`config.mk`:
```
export PLATFORM = sky130hd
export DESIGN_NAME = port_quiesce_ctrl
export DESIGN_NICKNAME = d
export VERILOG_FILES = /design/src/rtl/pq_pkg.sv /design/src/rtl/pq_sync.sv /design/src/rtl/pq_wait_timer.sv /design/src/rtl/pq_fsm.sv /design/src/rtl/port_quiesce_ctrl.sv
export SDC_FILE = /design/constraint.sdc
export NUM_CORES = 1
export LEC_CHECK = 0
export BUFFER_PORTS_ARGS = -buffer_cell sky130_fd_sc_hd__buf_2
export CAP_MARGIN = 20
export CELL_PAD_IN_SITES_DETAIL_PLACEMENT = 0
export CELL_PAD_IN_SITES_GLOBAL_PLACEMENT = 1
export CORE_ASPECT_RATIO = 0.8
export CORE_MARGIN = 5
export CORE_UTILIZATION = 39
export CTS_BUF_LIST = sky130_fd_sc_hd__clkbuf_4 sky130_fd_sc_hd__clkbuf_8 sky130_fd_sc_hd__clkbuf_16
export DETAILED_ROUTE_END_ITERATION = 8
export HOLD_SLACK_MARGIN = 0.03
export PLACE_DENSITY_LB_ADDON = 0.3
export RECOVER_POWER = 50
export SLEW_MARGIN = 15
export SYNTH_ARGS = -nofsm -noshare
export SYNTH_HDL_FRONTEND = slang
export SYNTH_SLANG_ARGS = --single-unit
```
`constraint.sdc`:
```
create_clock -name clk -period 4.4 [get_ports clk]
set_input_delay 0.66 -clock clk [delete_from_list [all_inputs] [get_ports clk]]
set_output_delay 0.66 -clock clk [all_outputs]
set_load 0.01 [all_outputs]
```
`src/rtl/pq_pkg.sv`:
```
package pq_pkg;
    typedef enum logic [1:0] {
        PQ_READY = 2'd0,
        PQ_WAIT  = 2'd1,
        PQ_CHECK = 2'd2
    } pq_state_e;

    typedef struct packed {
        logic req;
        logic done;
        logic failed;
    } pq_out_t;

    localparam pq_out_t PQ_OUT_RESET = '{req: 1'b0, done: 1'b0, failed: 1'b0};

    function automatic int pq_width(input int n);
        return (n > 1) ? $clog2(n) : 1;
    endfunction
endpackage

```
`src/rtl/pq_sync.sv`:
```
module pq_sync #(
    parameter int WIDTH  = 2,
    parameter int STAGES = 2
) (
    input  logic             clk,
    input  logic             rst,
    input  logic [WIDTH-1:0] d_i,
    output logic [WIDTH-1:0] q_o
);
    for (genvar b = 0; b < WIDTH; b++) begin : g_bit
        logic [STAGES-1:0] chain;
        always_ff @(posedge clk) begin
            if (rst) chain <= '0;
            else     chain <= {chain[STAGES-2:0], d_i[b]};
        end
        assign q_o[b] = chain[STAGES-1];
    end
endmodule

```
`src/rtl/pq_wait_timer.sv`:
```
module pq_wait_timer
    import pq_pkg::*;
#(
    parameter int CYCLES_PER_MS = 50000,
    parameter int TIMEOUT_MS    = 100
) (
    input  logic clk,
    input  logic rst,
    input  logic run_i,
    output logic expired_o
);
    localparam int PRE_W = pq_width(CYCLES_PER_MS);
    localparam int MS_W  = pq_width(TIMEOUT_MS + 1);
    localparam logic [PRE_W-1:0] PRE_LAST = PRE_W'(CYCLES_PER_MS - 1);
    localparam logic [MS_W-1:0]  MS_LIMIT = MS_W'(TIMEOUT_MS);

    logic [PRE_W-1:0] pre_q;
    logic [MS_W-1:0]  ms_q;

    assign expired_o = (ms_q == MS_LIMIT);

    always_ff @(posedge clk) begin
        if (rst || !run_i) begin
            pre_q <= '0;
            ms_q  <= '0;
        end else if (!expired_o) begin
            if (pre_q == PRE_LAST) begin
                pre_q <= '0;
                ms_q  <= ms_q + 1'b1;
            end else begin
                pre_q <= pre_q + 1'b1;
            end
        end
    end

    assert_ms_bounded_R5: assert property (@(posedge clk) disable iff (rst)
        ms_q <= MS_LIMIT);
    assert_stops_at_limit_R5: assert property (@(posedge clk) disable iff (rst)
        (run_i && expired_o) |=> (!run_i || expired_o));
endmodule

```
`src/rtl/pq_fsm.sv`:
```
module pq_fsm
    import pq_pkg::*;
(
    input  logic    clk,
    input  logic    rst,
    input  logic    start_i,
    input  logic    ack_s_i,
    input  logic    idle_s_i,
    input  logic    expired_i,
    output logic    run_o,
    output pq_out_t out_o
);
    pq_state_e state_q, state_d;
    pq_out_t   out_q, out_d;

    always_comb begin
        state_d     = state_q;
        out_d       = out_q;
        out_d.done  = 1'b0;
        unique case (state_q)
            PQ_READY: begin
                if (start_i) begin
                    out_d.failed = 1'b0;
                    if (idle_s_i) begin
                        out_d.done = 1'b1;
                    end else begin
                        out_d.req = 1'b1;
                        state_d   = PQ_WAIT;
                    end
                end
            end
            PQ_WAIT: begin
                if (ack_s_i || expired_i) state_d = PQ_CHECK;
            end
            PQ_CHECK: begin
                out_d.req    = 1'b0;
                out_d.done   = 1'b1;
                out_d.failed = !idle_s_i;
                state_d      = PQ_READY;
            end
            default: state_d = PQ_READY;
        endcase
    end

    always_ff @(posedge clk) begin
        if (rst) begin
            state_q <= PQ_READY;
            out_q   <= PQ_OUT_RESET;
        end else begin
            state_q <= state_d;
            out_q   <= out_d;
        end
    end

    assign run_o = (state_q == PQ_WAIT);
    assign out_o = out_q;

    assert_skip_no_req_R3: assert property (@(posedge clk) disable iff (rst)
        (state_q == PQ_READY && start_i && idle_s_i) |=> (out_q.done && !out_q.req));
    assert_busy_ignores_start_R9: assert property (@(posedge clk) disable iff (rst)
        (state_q == PQ_WAIT && !ack_s_i && !expired_i) |=> (state_q == PQ_WAIT && out_q.req));
endmodule

```
`src/rtl/port_quiesce_ctrl.sv`:
```
module port_quiesce_ctrl
    import pq_pkg::*;
#(
    parameter int CYCLES_PER_MS = 50000,
    parameter int TIMEOUT_MS    = 100,
    parameter int SYNC_STAGES   = 2
) (
    input  logic clk,
    input  logic rst,
    input  logic start_i,
    input  logic halt_ack_i,
    input  logic idle_i,
    output logic halt_req_o,
    output logic done_o,
    output logic failed_o
);
    logic [1:0] raw_in, synced;
    logic       run, expired;
    pq_out_t    fsm_out;

    assign raw_in = {halt_ack_i, idle_i};

    pq_sync #(.WIDTH(2), .STAGES(SYNC_STAGES)) u_sync (
        .clk (clk),
        .rst (rst),
        .d_i (raw_in),
        .q_o (synced)
    );

    pq_wait_timer #(.CYCLES_PER_MS(CYCLES_PER_MS), .TIMEOUT_MS(TIMEOUT_MS)) u_timer (
        .clk       (clk),
        .rst       (rst),
        .run_i     (run),
        .expired_o (expired)
    );

    pq_fsm u_fsm (
        .clk       (clk),
        .rst       (rst),
        .start_i   (start_i),
        .ack_s_i   (synced[1]),
        .idle_s_i  (synced[0]),
        .expired_i (expired),
        .run_o     (run),
        .out_o     (fsm_out)
    );

    assign halt_req_o = fsm_out.req;
    assign done_o     = fsm_out.done;
    assign failed_o   = fsm_out.failed;

    assert_req_falls_with_done_R6: assert property (@(posedge clk) disable iff (rst)
        $fell(halt_req_o) |-> done_o);
    assert_req_rises_after_start_R4: assert property (@(posedge clk) disable iff (rst)
        $rose(halt_req_o) |-> $past(start_i));
    assert_failed_holds_R8: assert property (@(posedge clk) disable iff (rst)
        (!$past(start_i) && !done_o) |-> $stable(failed_o));
    assert_done_ends_req_R6: assert property (@(posedge clk) disable iff (rst)
        (done_o && $past(halt_req_o)) |-> !halt_req_o);
endmodule

```
==> results summary <==
For the worst flop-to-flop path, the logic depth is 6. The warning count from the yosys run came out at 0. The slew of the pin with the lowest slew margin came out at 1.22 ns.

The sum of negative setup slack is 0 ns. The switching power of the nets is 0.131 mW. STA classifies the critical path endpoint as a flop. The detailed-route wire length per cell came out at 13.4 um. Synthesis handed over a netlist of 172 instances. In this run, flip-flops and latches consume 49.7% of the power. The net count after synthesis came out at 180. The main flop type after synthesis is sky130_fd_sc_hd__dfxtp_1.

The largest net degree at the start of global routing is 16. The final-layout fill cell count is 389. The class of the worst hold path is reg2reg. In this run, synthesis inferred 0 flip-flops with an integrated enable. The flow ran to the end, and the final reports show no timing, DRC or antenna violations. The path with the worst hold slack has its endpoint at u_sync.g_bit[0].chain[1]. The count of buffers added by post-CTS timing repair for setup came out at 0. The cell internal power dissipation is 0.468 mW. The total number of nets in the final design is 188. The count of input and output buffers came out at 7.

The width of the chip is 80.1 um. The worst slack on hold paths came out at 0.442 ns. The remaining antenna violation count is 0. The worst register-to-register path begins at u_timer.ms_q[0].

Relative to the synthesized area, the layout overhead comes to 10.9%. The least setup slack across all paths after layout is 1.63 ns. The total track usage is 13.8%. The mean number of vias per cell came out at 5.52.

The placeable core area is 3800 um^2. The worst reg2reg path endpoint is u_timer.pre_q[14]. The portion of synthesized cell area occupied by the leading cell type came out at 41.8%.

The first global-routing pass estimated 5.60 mm of wire. The count of hold-fix buffers inserted at cts is 0. Ranked by total cell area, the synthesized netlist is headed by sky130_fd_sc_hd__dfxtp_1 42%, sky130_fd_sc_hd__a21oi_1 6.2%, sky130_fd_sc_hd__o21ai_0 3.6%.

The full die area came out at 5290 um^2. The number of violations reported at the end of detailed-routing iteration 0 is 62. The peak supply drop came out at 0.217 mV. The post-route clock skew came out at 0.00608 ns.

The initial core utilization came out at 40.3%. In this run the most critical hold path is launched from u_sync.g_bit[0].chain[0]. The final cell area excluding filler cells came out at 1700 um^2.

After detailed routing, the number of remaining DRC violations is 0. The max-slew violation count was 0. The tool flagged a number of max-cap violations equal to 0.

TritonCTS built the clock tree. The placed wire-length estimate after detailed placement came out at 2.19 mm. Derived from the worst setup path, the maximum achievable clock frequency is 0.361 GHz. The total of endpoints with negative setup slack in the final report is 0. The via count of the first global-routing pass is 1222. Clock tree synthesis selected as its root buffer the cell sky130_fd_sc_hd__clkbuf_8.

The largest buffer count on any clock path came out at 2. The switching part of the total is 21.8%. The number of rows created at floorplan came out at 20. The I/O pin count is 8. The initial antenna violation count is 0. The clock period minus final worst setup slack came out at 2.77 ns. The register-to-register setup slack is 1.63 ns.

Setup repair after global routing left no endpoint under its margin. The share of total power dissipated in the clock network is 47.5%. The placed instances occupy a cell area of 1590 um^2.

The clock transition time at the flip-flop clock pins of the worst setup and hold paths is 0.07 ns. The first detailed-routing pass took 5 iterations. The largest total area in the synthesized netlist belongs to sky130_fd_sc_hd__dfxtp_1. The fraction of synthesis flops using an asynchronous set or reset pin came out at 0%.

The final weighted congestion of routability-driven global placement is 0.789. The total vias in the final route came out at 1303. The final wirelength came out at 3.17 mm. The clock buffer count from CTS came out at 5. Dividing total power by cell area gives a power density of 353 nW/um^2. The analysis attributes to cell leakage a power of 0.497 nW. The critical path data arrival time came out at 2.98 ns. Along the worst path, the maximum fanout reaches 15. The number of gates resized after CTS was 0.

The number of cells on the worst hold path came out at 1. The clock net sink count came out at 32. Counting flops and latches in the post-synthesis netlist gives 32. The final number of hold-violating endpoints is 0.

The type of origin of the critical path is a flop. The data required time of the worst path is 4.61 ns. In this run, distinct cell masters in the synthesized netlist total 38. The share of total power in combinational logic is 2.8%. The fraction of final layout cells with drive strength greater than 1 came out at 8.84%. The final antenna diode count is 0. The overall die height came out at 66.1 um.

The pre-CTS setup slack came out at 2.09 ns. The share of the clock period used by the worst path is 63.0%. The clock latency reported for the late side of the worst-skew pair came out at 0.30 ns.

The synthesized area divided by synthesized cell count is 8.90 um^2. The area of the mapped netlist came out at 1530 um^2. Measured against its own limit, the worst slew margin works out to 17.5%. The number of levels in the clock H-tree came out at 2. The critical path class is reg2reg.

The global route total overflow came out at 0. Summing the sequential cell areas from Yosys gives 41.8% of the chip area.
-- layout make-up --
type | count | area (um^2) | area share [%]
sequential | 32 | 641 | 37.7
clock buffer | 5 | 68.8 | 4.05
tap | 55 | 68.8 | 4.05
inverter | 4 | 15.0 | 0.884
timing repair buffer | 7 | 30.0 | 1.77
clock inverter | 3 | 42.5 | 2.51
multi-input combinational | 130 | 832 | 49.0
-- critical path, stage by stage (launching register included) --
cell	delay (ns)
sky130_fd_sc_hd__dfxtp_1	0.33
sky130_fd_sc_hd__inv_1	0.08
sky130_fd_sc_hd__ha_1	0.14
sky130_fd_sc_hd__nand4b_1	0.36
sky130_fd_sc_hd__o21ai_0	1.09
sky130_fd_sc_hd__o21ai_2	0.43
sky130_fd_sc_hd__a21oi_1	0.26
-- power by group through the flow --
stage	logic [mW]	clock network (mW)	registers, mW
4_1_cts	0.0176	0.289	0.297
3_5_place_dp	0.0176	0	0.304
5_1_grt	0.0192	0.306	0.298
2_1_floorplan	0.0116	0	0.304
6_report	0.0167	0.285	0.297
3_3_place_gp	0.0169	0	0.304
-- how the worst max path moves through the flow --
stage                               start           endpoint  slack [ns]  cells past startpoint
final                     u_timer.ms_q[0]  u_timer.pre_q[14]        1.63                      6
after floorplan           u_timer.ms_q[0]    u_timer.ms_q[2]        2.64                      7
after CTS                 u_timer.ms_q[0]  u_timer.pre_q[14]        2.04                      6
after global routing      u_timer.ms_q[0]  u_timer.pre_q[10]        1.29                      6
after detailed placement  u_timer.ms_q[0]  u_timer.pre_q[10]        2.09                      6
after global placement    u_timer.ms_q[0]   u_timer.pre_q[7]        2.25                      6
-- routing by layer --
| metal | part of all wire [%] | up-vias | track usage, % |
|---|---|---|---|
| met1 | 50 | 620 | 17.6 |
| met2 | 44 | 22 | 20.8 |
| li1 | - | 654 | - |
| met5 | 0 | - | 0 |
| met3 | 4.3 | 7 | 5.72 |
| met4 | 1.6 | 0 | 5.27 |
-- synthesized netlist by cell type, types with 3 or more instances --
cell type and instances:
sky130_fd_sc_hd__a21oi_1 19, sky130_fd_sc_hd__and2_1 3, sky130_fd_sc_hd__xor2_1 6, sky130_fd_sc_hd__nand4_1 4
sky130_fd_sc_hd__nor2_1 14, sky130_fd_sc_hd__o21ai_0 11, sky130_fd_sc_hd__inv_1 4, sky130_fd_sc_hd__nand2b_1 3
sky130_fd_sc_hd__or3_1 6, sky130_fd_sc_hd__nor2b_1 5, sky130_fd_sc_hd__nand3_1 6, sky130_fd_sc_hd__ha_1 3
sky130_fd_sc_hd__or4_1 7, sky130_fd_sc_hd__nand2_1 10, sky130_fd_sc_hd__and4_1 4, sky130_fd_sc_hd__o31ai_1 7
sky130_fd_sc_hd__dfxtp_1 32
-- cells in the final DEF (no fill, tap or decap), types with 2 or more instances in the layout --
cell type	count
sky130_fd_sc_hd__o2111ai_1	2
sky130_fd_sc_hd__nor2_1	14
sky130_fd_sc_hd__o211ai_1	2
sky130_fd_sc_hd__o31ai_1	7
sky130_fd_sc_hd__clkbuf_8	5
sky130_fd_sc_hd__ha_1	3
sky130_fd_sc_hd__nor3_1	2
sky130_fd_sc_hd__or4_1	7
sky130_fd_sc_hd__xor2_1	6
sky130_fd_sc_hd__nand4_1	4
sky130_fd_sc_hd__nand2b_1	3
sky130_fd_sc_hd__nand4b_1	2
sky130_fd_sc_hd__nand3_1	6
sky130_fd_sc_hd__nand2_1	10
sky130_fd_sc_hd__buf_2	3
sky130_fd_sc_hd__clkbuf_1	4
sky130_fd_sc_hd__a21oi_1	19
sky130_fd_sc_hd__and2_1	3
sky130_fd_sc_hd__and4_1	4
sky130_fd_sc_hd__or3_1	6
sky130_fd_sc_hd__inv_1	4
sky130_fd_sc_hd__o21ai_0	13
sky130_fd_sc_hd__nor2b_1	5
sky130_fd_sc_hd__dfxtp_1	32
-- per-stage QoR --
step	cells	total power [mW]	utilization, %
final	236	0.599	44.6
after global routing	236	0.624	44.6
after CTS	236	0.604	44.8
after detailed placement	228	0.322	41.8
after global placement	228	0.321	41.8
after floorplan	172	0.315	-
-- sequential cells by signal (all words and copies together) (netlist names) --
name and flops:
u_fsm.out_o 3, u_fsm.state_q 2, u_sync.g_bit.chain 4, u_timer.ms_q 7, u_timer.pre_q 16
-- cell families (layout without fill, tap and decap cells) --
family | Yosys count | after routing | synth area share, %
fa+ha+maj | 3 | 3 | 2.45
flops | 32 | 32 | 41.8
buf+inv | 10 | 19 | 3.84
xor+xnor | 6 | 6 | 3.43
compound gates | 46 | 46 | 17.6
simple gates | 74 | 74 | 30.2
mux | 1 | 1 | 0.654
(Power assumes the default switching activity.)
